### src/rtl/capcmp_pkg.sv
package capcmp_pkg;
  parameter int CNT_W     = 16;
  parameter int N_CAP_DED = 3;
  parameter int N_CMP_DED = 4;
  parameter int ADDR_W    = 4;

  localparam int N_CAP      = N_CAP_DED + 1;
  localparam int N_CMP      = N_CMP_DED + 1;
  localparam int SHARED_CAP = N_CAP - 1;
  localparam int SHARED_CMP = N_CMP - 1;

  localparam int ADDR_CAP0   = 0;
  localparam int ADDR_SHARED = N_CAP_DED;
  localparam int ADDR_CMP0   = ADDR_SHARED + 1;
  localparam int ADDR_CTRL   = ADDR_CMP0 + N_CMP_DED;
  localparam int ADDR_ACT    = ADDR_CTRL + 1;
  localparam int ADDR_FLAG   = ADDR_ACT + 1;

  localparam int CTRL_BITS = 1 + 2 * N_CAP;
  localparam int ACT_BITS  = 2 * N_CMP;

  typedef enum logic [1:0] {EDGE_OFF, EDGE_RISE, EDGE_FALL, EDGE_BOTH} edgeSel_e;
  typedef enum logic [1:0] {ACT_NONE, ACT_TOGGLE, ACT_CLEAR, ACT_SET} pinAct_e;

  typedef struct packed {
    logic [N_CAP-1:0] capLoad;
    logic [N_CMP-1:0] cmpWr;
    logic [N_CMP-1:0] flagClr;
    logic [CNT_W-1:0] wrData;
  } strobes_t;

  typedef struct packed {
    logic                  sharedCap;
    logic [N_CMP-1:0][1:0] act;
  } cfg_t;
endpackage

### src/rtl/capcmp_edge_det.sv
module capcmp_edge_det
  import capcmp_pkg::*;
(
  input  logic       clk,
  input  logic       rstN,
  input  logic       pinIn,
  input  logic [1:0] sel,
  output logic       hit
);
  logic syncA, syncB, syncPrev;
  logic rise, fall;

  always_ff @(posedge clk) begin
    if (!rstN) begin
      syncA    <= 1'b0;
      syncB    <= 1'b0;
      syncPrev <= 1'b0;
    end else begin
      syncA    <= pinIn;
      syncB    <= syncA;
      syncPrev <= syncB;
    end
  end

  assign rise = syncB & ~syncPrev;
  assign fall = ~syncB & syncPrev;

  always_comb begin
    case (edgeSel_e'(sel))
      EDGE_RISE: hit = rise;
      EDGE_FALL: hit = fall;
      EDGE_BOTH: hit = rise | fall;
      default:   hit = 1'b0;
    endcase
  end
endmodule

### src/rtl/capcmp_ctrl.sv
module capcmp_ctrl
  import capcmp_pkg::*;
(
  input  logic              clk,
  input  logic              rstN,
  input  logic [N_CAP-1:0]  capPin,
  input  logic [ADDR_W-1:0] busAddr,
  input  logic              busWrEn,
  input  logic [CNT_W-1:0]  busWrData,
  output strobes_t          strb,
  output cfg_t              cfg,
  output logic [CNT_W-1:0]  ctrlWord,
  output logic [CNT_W-1:0]  actWord
);
  logic                  sharedCapQ;
  logic [N_CAP-1:0][1:0] edgeSelQ;
  logic [N_CMP-1:0][1:0] actQ;
  logic [N_CAP-1:0]      hit;
  logic                  wrCtrl, wrAct, wrFlag;

  assign wrCtrl = busWrEn && (busAddr == ADDR_W'(ADDR_CTRL));
  assign wrAct  = busWrEn && (busAddr == ADDR_W'(ADDR_ACT));
  assign wrFlag = busWrEn && (busAddr == ADDR_W'(ADDR_FLAG));

  always_ff @(posedge clk) begin
    if (!rstN) begin
      sharedCapQ <= 1'b0;
      edgeSelQ   <= '0;
      actQ       <= '0;
    end else begin
      if (wrCtrl) begin
        sharedCapQ <= busWrData[0];
        edgeSelQ   <= busWrData[CTRL_BITS-1:1];
      end
      if (wrAct) actQ <= busWrData[ACT_BITS-1:0];
    end
  end

  for (genvar i = 0; i < N_CAP; i++) begin : g_edge
    capcmp_edge_det u_edge (
      .clk   (clk),
      .rstN  (rstN),
      .pinIn (capPin[i]),
      .sel   (edgeSelQ[i]),
      .hit   (hit[i])
    );
  end

  always_comb begin
    strb.wrData  = busWrData;
    strb.flagClr = wrFlag ? busWrData[N_CMP-1:0] : '0;
    for (int i = 0; i < N_CAP_DED; i++) strb.capLoad[i] = hit[i];
    strb.capLoad[SHARED_CAP] = hit[SHARED_CAP] & sharedCapQ;
    for (int k = 0; k < N_CMP_DED; k++)
      strb.cmpWr[k] = busWrEn && (busAddr == ADDR_W'(ADDR_CMP0 + k));
    strb.cmpWr[SHARED_CMP] = busWrEn && (busAddr == ADDR_W'(ADDR_SHARED)) && !sharedCapQ;
  end

  assign cfg.sharedCap = sharedCapQ;
  assign cfg.act       = actQ;
  assign ctrlWord      = CNT_W'({edgeSelQ, sharedCapQ});
  assign actWord       = CNT_W'(actQ);
endmodule

### src/rtl/capcmp_datapath.sv
module capcmp_datapath
  import capcmp_pkg::*;
(
  input  logic              clk,
  input  logic              rstN,
  input  logic [CNT_W-1:0]  timerCount,
  input  strobes_t          strb,
  input  cfg_t              cfg,
  input  logic [ADDR_W-1:0] busAddr,
  input  logic [CNT_W-1:0]  ctrlWord,
  input  logic [CNT_W-1:0]  actWord,
  output logic [CNT_W-1:0]  busRdData,
  output logic [N_CMP-1:0]  cmpMatch,
  output logic [N_CMP-1:0]  cmpPin
);
  logic [N_CAP_DED-1:0][CNT_W-1:0] capReg;
  logic [N_CMP_DED-1:0][CNT_W-1:0] cmpReg;
  logic [CNT_W-1:0]                sharedReg;
  logic [N_CMP-1:0][CNT_W-1:0]     cmpVal;
  logic [N_CMP-1:0]                matchNow, matchQ, flagQ, pinQ;

  for (genvar i = 0; i < N_CAP_DED; i++) begin : g_cap
    always_ff @(posedge clk) begin
      if (!rstN)                capReg[i] <= '1;
      else if (strb.capLoad[i]) capReg[i] <= timerCount;
    end
  end

  for (genvar k = 0; k < N_CMP_DED; k++) begin : g_cmp
    always_ff @(posedge clk) begin
      if (!rstN)              cmpReg[k] <= '1;
      else if (strb.cmpWr[k]) cmpReg[k] <= strb.wrData;
    end
    assign cmpVal[k]   = cmpReg[k];
    assign matchNow[k] = (cmpReg[k] == timerCount);
  end

  always_ff @(posedge clk) begin
    if (!rstN)                           sharedReg <= '1;
    else if (strb.capLoad[SHARED_CAP])   sharedReg <= timerCount;
    else if (strb.cmpWr[SHARED_CMP])     sharedReg <= strb.wrData;
  end
  assign cmpVal[SHARED_CMP]   = sharedReg;
  assign matchNow[SHARED_CMP] = (sharedReg == timerCount) && !cfg.sharedCap;

  always_ff @(posedge clk) begin
    if (!rstN) begin
      matchQ <= '0;
      flagQ  <= '0;
    end else begin
      matchQ <= matchNow;
      flagQ  <= (flagQ & ~strb.flagClr) | matchNow;
    end
  end

  for (genvar k = 0; k < N_CMP; k++) begin : g_pin
    always_ff @(posedge clk) begin
      if (!rstN) pinQ[k] <= 1'b0;
      else if (matchQ[k]) begin
        case (pinAct_e'(cfg.act[k]))
          ACT_TOGGLE: pinQ[k] <= ~pinQ[k];
          ACT_CLEAR:  pinQ[k] <= 1'b0;
          ACT_SET:    pinQ[k] <= 1'b1;
          default:    pinQ[k] <= pinQ[k];
        endcase
      end
    end
  end

  always_comb begin
    busRdData = '0;
    for (int i = 0; i < N_CAP_DED; i++)
      if (busAddr == ADDR_W'(ADDR_CAP0 + i)) busRdData = capReg[i];
    for (int k = 0; k < N_CMP_DED; k++)
      if (busAddr == ADDR_W'(ADDR_CMP0 + k)) busRdData = cmpVal[k];
    if (busAddr == ADDR_W'(ADDR_SHARED)) busRdData = sharedReg;
    if (busAddr == ADDR_W'(ADDR_CTRL))   busRdData = ctrlWord;
    if (busAddr == ADDR_W'(ADDR_ACT))    busRdData = actWord;
    if (busAddr == ADDR_W'(ADDR_FLAG))   busRdData = CNT_W'(flagQ);
  end

  assign cmpMatch = matchQ;
  assign cmpPin   = pinQ;
endmodule

### src/rtl/capcmp_timer.sv
module capcmp_timer
  import capcmp_pkg::*;
(
  input  logic              clk,
  input  logic              rstN,
  input  logic [CNT_W-1:0]  timerCount,
  input  logic [N_CAP-1:0]  capPin,
  input  logic [ADDR_W-1:0] busAddr,
  input  logic              busWrEn,
  input  logic [CNT_W-1:0]  busWrData,
  output logic [CNT_W-1:0]  busRdData,
  output logic [N_CMP-1:0]  cmpMatch,
  output logic [N_CMP-1:0]  cmpPin
);
  strobes_t         strb;
  cfg_t             cfg;
  logic [CNT_W-1:0] ctrlWord, actWord;

  capcmp_ctrl u_ctrl (
    .clk       (clk),
    .rstN      (rstN),
    .capPin    (capPin),
    .busAddr   (busAddr),
    .busWrEn   (busWrEn),
    .busWrData (busWrData),
    .strb      (strb),
    .cfg       (cfg),
    .ctrlWord  (ctrlWord),
    .actWord   (actWord)
  );

  capcmp_datapath u_dp (
    .clk        (clk),
    .rstN       (rstN),
    .timerCount (timerCount),
    .strb       (strb),
    .cfg        (cfg),
    .busAddr    (busAddr),
    .ctrlWord   (ctrlWord),
    .actWord    (actWord),
    .busRdData  (busRdData),
    .cmpMatch   (cmpMatch),
    .cmpPin     (cmpPin)
  );
endmodule

### config.mk
export PLATFORM = sky130hd
export DESIGN_NAME = capcmp_timer
export DESIGN_NICKNAME = d
export VERILOG_FILES = /design/src/rtl/capcmp_pkg.sv /design/src/rtl/capcmp_edge_det.sv /design/src/rtl/capcmp_ctrl.sv /design/src/rtl/capcmp_datapath.sv /design/src/rtl/capcmp_timer.sv
export SDC_FILE = /design/constraint.sdc
export NUM_CORES = 1
export LEC_CHECK = 0
export ABC_CLOCK_PERIOD_IN_PS = 2400
export CAP_MARGIN = 20
export CORE_MARGIN = 2
export CORE_UTILIZATION = 30
export CTS_CLUSTER_DIAMETER = 60
export DETAILED_ROUTE_END_ITERATION = 8
export DONT_BUFFER_PORTS = 1
export RECOVER_POWER = 100
export SLEW_MARGIN = 5
export SYNTH_ARGS = -nofsm -noshare
export SYNTH_HDL_FRONTEND = slang
export SYNTH_SLANG_ARGS = --single-unit
export TNS_END_PERCENT = 10
### constraint.sdc
create_clock -name clk -period 2.4 [get_ports clk]
set_input_delay 0.24 -clock clk [delete_from_list [all_inputs] [get_ports clk]]
set_output_delay 0.24 -clock clk [all_outputs]
set_load 0.005 [all_outputs]
; ---- Yosys cells after proc, flatten, opt, wreduce, memory -nomap -nowiden
; Index checks and enable logic that the tools add are counted.
[totals]
ff_bits = 174
input_bits = 43
output_inout_bits = 26
wordCells = 154
[classes]
n_eq_ne = 42
mux = 23
n_bitwise = 29
reduce_logical = 23
[op_table]
columns = cell, count
row1 = $mux W16, 13
row2 = $eq A16 B16 Y1, 5
row3 = $eq A2 B2 Y1 const B, 18
row4 = $pmux W1 S3, 9
row5 = $eq A2 B1 Y1 const B, 9
row6 = $eq A4 B3 Y1 const B, 4
row7 = $reduce_bool A3 Y1, 5
row8 = $not A1 Y1, 13
row9 = $eq A4 B4 Y1 const B, 3
row10 = $logic_and A1 B1 Y1, 10
row11 = $reduce_and A2 Y1, 5
row12 = $and A1 B1 Y1, 9
row13 = $eq A4 B2 Y1 const B, 2
row14 = $and A5 B5 Y5, 1
row15 = $mux W5, 1
row16 = $not A5 Y5, 1
row17 = $or A5 B5 Y5, 1
row18 = $eq A4 B1 Y1 const B, 1
row19 = $logic_not A4 Y1, 1
row20 = $or A1 B1 Y1, 4
row21 = $reduce_bool A2 Y1, 1
row22 = $logic_not A1 Y1, 1

; ---- Longest topological paths before layout
[depth]
ltp_word = 12
mapped_depth = 8
depth_no_buf = 7

; ---- Hierarchy
; Synthesis repeated with hierarchy kept, for this count alone.
[hier_totals]
hier_cells = 1079
hier_area_um2 = 9824.4
[by_module_without_submodules]
columns = module, instances, cells_each, area_each_um2, seq_area_each_um2
row1 = capcmp_datapath, 1, 883, 8105.3, 2862.7
row2 = capcmp_ctrl, 1, 136, 1168.6, 380.4
row3 = capcmp_edge_det, 4, 15, 137.6, 60.1

; ---- Least setup slack after synthesis
; OpenSTA, ideal clock, no wires.
[synth_timing]
path_kind = flip-flop to flip-flop
startpoint = reg u_ctrl.g_edge[1].u_edge.syncB
endpoint = reg u_dp.capReg[31] (netlist name)
setup_ns = 0.129
arrival_time_ns = 1.578
required_ns = 2.271
slack_ns = 0.693
path_stages_with_launch = 9
path_cell_list = dfxtp_1 > inv_1 > ha_1 > nor2b_1 > o21ai_0 > o21ai_2 > buf_2 > mux2i_1 > nand2_1
[synth_via]
elab_chain_len = 4
word_cells_on_any_way = 5
cone_classes = 1 x mux / 4 x bitwise
[synth_lines]
columns = element, line
row1 = "start, declared", capcmp_edge_det.sv:10  ; logic syncA, syncB, syncPrev;
row2 = "start signal, assigned", capcmp_edge_det.sv:20  ; syncB <= syncA;
row3 = $not A1 Y1, capcmp_edge_det.sv:26  ; assign fall = ~syncB & syncPrev;
row4 = $and A1 B1 Y1, capcmp_edge_det.sv:26
row5 = $or A1 B1 Y1, capcmp_edge_det.sv:32  ; EDGE_BOTH: hit = rise | fall;
row6 = $pmux W1 S3 *, capcmp_edge_det.sv:29  ; case (edgeSel_e'(sel))
row7 = "end signal, assigned by index", capcmp_datapath.sv:25  ; else if (strb.capLoad[i]) capReg[i] <= timerCount;
row8 = "end, declared", capcmp_datapath.sv:16  ; logic [N_CAP_DED-1:0][CNT_W-1:0] capReg;
; Every way passes the cells marked *; elsewhere a longest branch is shown, timed or not.
; A chain may end at the register's enable or synchronous reset.

; ---- Worst setup path after layout
[layout_timing]
startpoint = reg u_ctrl.g_edge[2].u_edge.syncB
endpoint = reg u_dp.capReg[40] (netlist name)
[layout_via]
elab_chain_len = 4
word_cells_on_any_way = 5
cone_classes = 1 x mux / 4 x bitwise
[layout_lines]
columns = element, line
row1 = "start, declared", capcmp_edge_det.sv:10
row2 = "start signal, assigned", capcmp_edge_det.sv:20
row3 = $not A1 Y1, capcmp_edge_det.sv:26
row4 = $and A1 B1 Y1, capcmp_edge_det.sv:26
row5 = $or A1 B1 Y1, capcmp_edge_det.sv:32
row6 = $pmux W1 S3 *, capcmp_edge_det.sv:29
; Marks and branches as above.

==> flow_metrics.tcl <==
set metrics [dict create \
    power.density_nw_per_um2 603 \
    max_freq_mhz 445 \
    min_path_cells 2 \
    ant_nets 0 \
    maxCapViolations 0 \
    crit_slowest_cell "dlygate4sd3_1" \
    internal-power_mw 4.62 \
    dieHeight_um 176 \
    layout-drive-gt1-share_pct 5.31 \
    power.share.clock_pct 43.5 \
    area_delta_synth_final_pct 15.9 \
    path_clk_slew_ns 0.07 \
    vias_per_cell 5.30 \
    cts_max_level 4 \
    cp_num_buf_inv 3 \
    synth_area_leaders "dfxtp_1 (39%), mux2i_1 (11%), nand2_1 (8.7%)" \
    slew_headroom_pct 24.6 \
    slowest_delay_ns 0.56 \
    cts_buffers 17 \
    syn-cell-area_um2 8890 \
    rows 63 \
    core_area_um2 29400 \
    crit_path_max_fanout 16 \
    grt_overflow 0 \
    syn_nets 1112 \
    rsz0062_at_grt "false" \
    r2r-end "u_dp.capReg[40]" \
    fin_util_pct 35.1 \
    ir_drop_mv 0.421 \
    p_leak_nw 3.67 \
    dieArea_um2 31000 \
    ys.flop_type "dfxtp_1" \
    tightest_slew_ns 1.13 \
    final_cells 1483 \
    drt-total-wl_um 30100 \
    synth_edf_count 0 \
    nNetsFinal 1131 \
    syn-instance-count 1061 \
    remaining_drc_errors 0 \
    initialDrtViolationCount 952 \
    clk_latency_ns 0.44 \
    rrSetupSlack_ns 0.15 \
    r2r_start "u_ctrl.g_edge[2].u_edge.syncB" \
    io_pins 69 \
    start_util_pct 30.2 \
    io_buffer_count 0 \
    fin_skew_ns 0.00886 \
    hold_path_end "u_dp.flagQ[0]" \
    cp-end-kind "flop" \
    arrival_ns 2.56 \
    dr.pass1.iters 5 \
    startpoint_type "flop" \
    gp_congestion 0.881 \
    antenna_found_initial 0 \
    first_global_vias 7533 \
    vias 7863 \
    reg2reg_depth 9 \
    die_w_um 176 \
    slew_viol_final 0 \
    hold_viol_final 0 \
    min_from "busWrData[0]" \
    finalCritPeriodShare_pct 93.6 \
    swShare_pct 25.6 \
    seq_area_frac_synth_pct 39.2 \
    cts-root-buf "clkbuf_16" \
    power_mw 6.21 \
    p_sw_mw 1.59 \
    grt_pass1_wl_um 45800 \
    setup-violations-final 0 \
    fin_setup_tns_ns 0 \
    p_seq_share_pct 47.7 \
    fin_hold_ws_ns 0.00862 \
    cpLargestDelayFamily "buffers and inverters" \
    place_hpwl_um 19600 \
    finalCriticalPeriod_ns 2.25 \
    ys_ff_latch 174 \
    synth_top_area_cell "dfxtp_1" \
    ys_types 62 \
    synth_async_sr_flop_share_pct 0 \
    cts_tree "yes" \
    ys_warn_count 0 \
    combPwrFrac_pct 8.8 \
    place_inst 1378 \
    grt_max_degree 138 \
    cts_sinks 174 \
    avgSynthCellArea_um2 8.38 \
    crit_required_ns 2.72 \
    synth_top_area_share_pct 39.2 \
    crit_type "reg -> reg" \
    antenna_cells 0 \
    grt_util_all_layers_pct 19.3 \
    avgRoutedWirePerCell_um 20.3 \
    path_cells "inv_1 > ha_1 > nor2b_1 > o21ai_0 > o21ai_2 > buf_8 > mux2i_1 > nand2_1 > dlygate4sd3_1" \
    clock_path_buffers 2 \
    hold_class "in -> reg" \
    status "finished, final reports clean" \
]
==> flip-flops by register name, indices dropped and copies added, names as in the netlist <==
register,count
u_dp.cmpMatch,5
u_ctrl.g_edge.u_edge.syncA,4
u_dp.sharedReg,16
u_dp.cmpReg,64
u_ctrl.g_edge.u_edge.syncPrev,4
u_ctrl.ctrlWord,8
u_dp.cmpPin,5
u_dp.capReg,48
u_dp.flagQ,5
u_ctrl.sharedCapQ,1
u_ctrl.g_edge.u_edge.syncB,4
u_ctrl.actWord,10
==> area by class of cell <==
cell class	instances	area, um^2
well taps	390	488
multi-input cells	786	4900
inverters	14	52.6
fillers	3044	19100
repair buffers	87	825
clock inverters	14	133
flip-flops and latches	174	3480
clock buffers	18	429
==> per-layer routing <==
metal	vias up	GRT usage [%]	share of wire (%)
met4	0	7.95	3.1
met5	-	0	0
li1	3692	-	-
met3	59	3.29	6.4
met2	324	31.9	47
met1	3788	25.0	43
==> power by group through the flow <==
stage,sequential [mW],combinational (mW),clock [mW]
final,2.96,0.545,2.70
after global routing,2.97,0.587,2.86
after CTS,2.96,0.551,2.73
after detailed placement,3.03,0.409,0
after global placement,3.03,0.406,0
after floorplan,3.02,0.446,0
==> layout by cell type (no fill, tap or decap), types with 5 or more instances in the layout <==
cell type	n
nand2_1	207
dfxtp_1	174
mux2i_1	97
nand3_1	74
dlygate4sd3_1	70
xnor2_1	52
o21ai_0	45
nor2_1	38
nor2b_1	35
o22ai_1	31
xor2_1	28
a21oi_1	21
nor3_1	20
clkbuf_16	17
nand2b_1	14
nand4_1	14
inv_1	13
nor4_1	11
a22oi_1	8
ha_1	8
clkbuf_1	8
a221o_1	7
mux2_2	7
and2_1	7
buf_4	6
and2_0	5
clkinvlp_4	5
==> synth_stat cells (13+ instances only) <==
library cell,number
a21oi_1,21
nor2_1,36
o22ai_1,31
clkbuf_1,38
inv_1,13
dfxtp_1,174
buf_2,42
xor2_1,28
nand2b_1,14
nor2b_1,35
nand4_1,14
xnor2_1,52
nand2_1,207
nand3_1,74
o21ai_0,33
mux2i_1,97
nor3_1,18
==> timing repair <==
action	CTS	global route
endpoints found under the hold margin	168	0
setup buffers	0	0
setup endpoints to repair	0	14
hold buffers	71	0
resized for setup	0	2
==> kinds of logic after synthesis <==
| family | share of synthesized area (%) |
|---|---|
| AOI/OAI and AO/OA | 11.2 |
| xor gates and xnor gates | 7.88 |
| adders and majority gates | 1.13 |
| buffers and inverters | 5.15 |
| DFF | 39.2 |
| muxes | 12.1 |
| and+or+nand+nor | 23.4 |
==> how the worst max path moves through the flow <==
stage | from | end | slack [ns] | cells past startpoint
CTS | u_ctrl.g_edge[2].u_edge.syncB | u_dp.capReg[40] | 0.08 | 9
global placement | u_ctrl.g_edge[3].u_edge.syncB | u_dp.sharedReg[2] | 0.26 | 7
finish | u_ctrl.g_edge[2].u_edge.syncB | u_dp.capReg[40] | 0.15 | 9
floorplan | u_ctrl.g_edge[1].u_edge.syncB | u_dp.capReg[31] | 0.69 | 8
global route | u_ctrl.g_edge[2].u_edge.syncB | u_dp.capReg[37] | 0.004 | 9
detailed placement | u_ctrl.g_edge[1].u_edge.syncB | u_dp.capReg[24] | 0.45 | 6
==> metrics by stage <==
step | area (um^2) | setup slack (ns)
after floorplan | 8890 | 0.693
final | 10300 | 0.153
after global placement | 9070 | 0.262
after CTS | 10400 | 0.0767
after detailed placement | 9080 | 0.452
after global routing | 10300 | 0.00373
(Power assumes the default switching activity.)
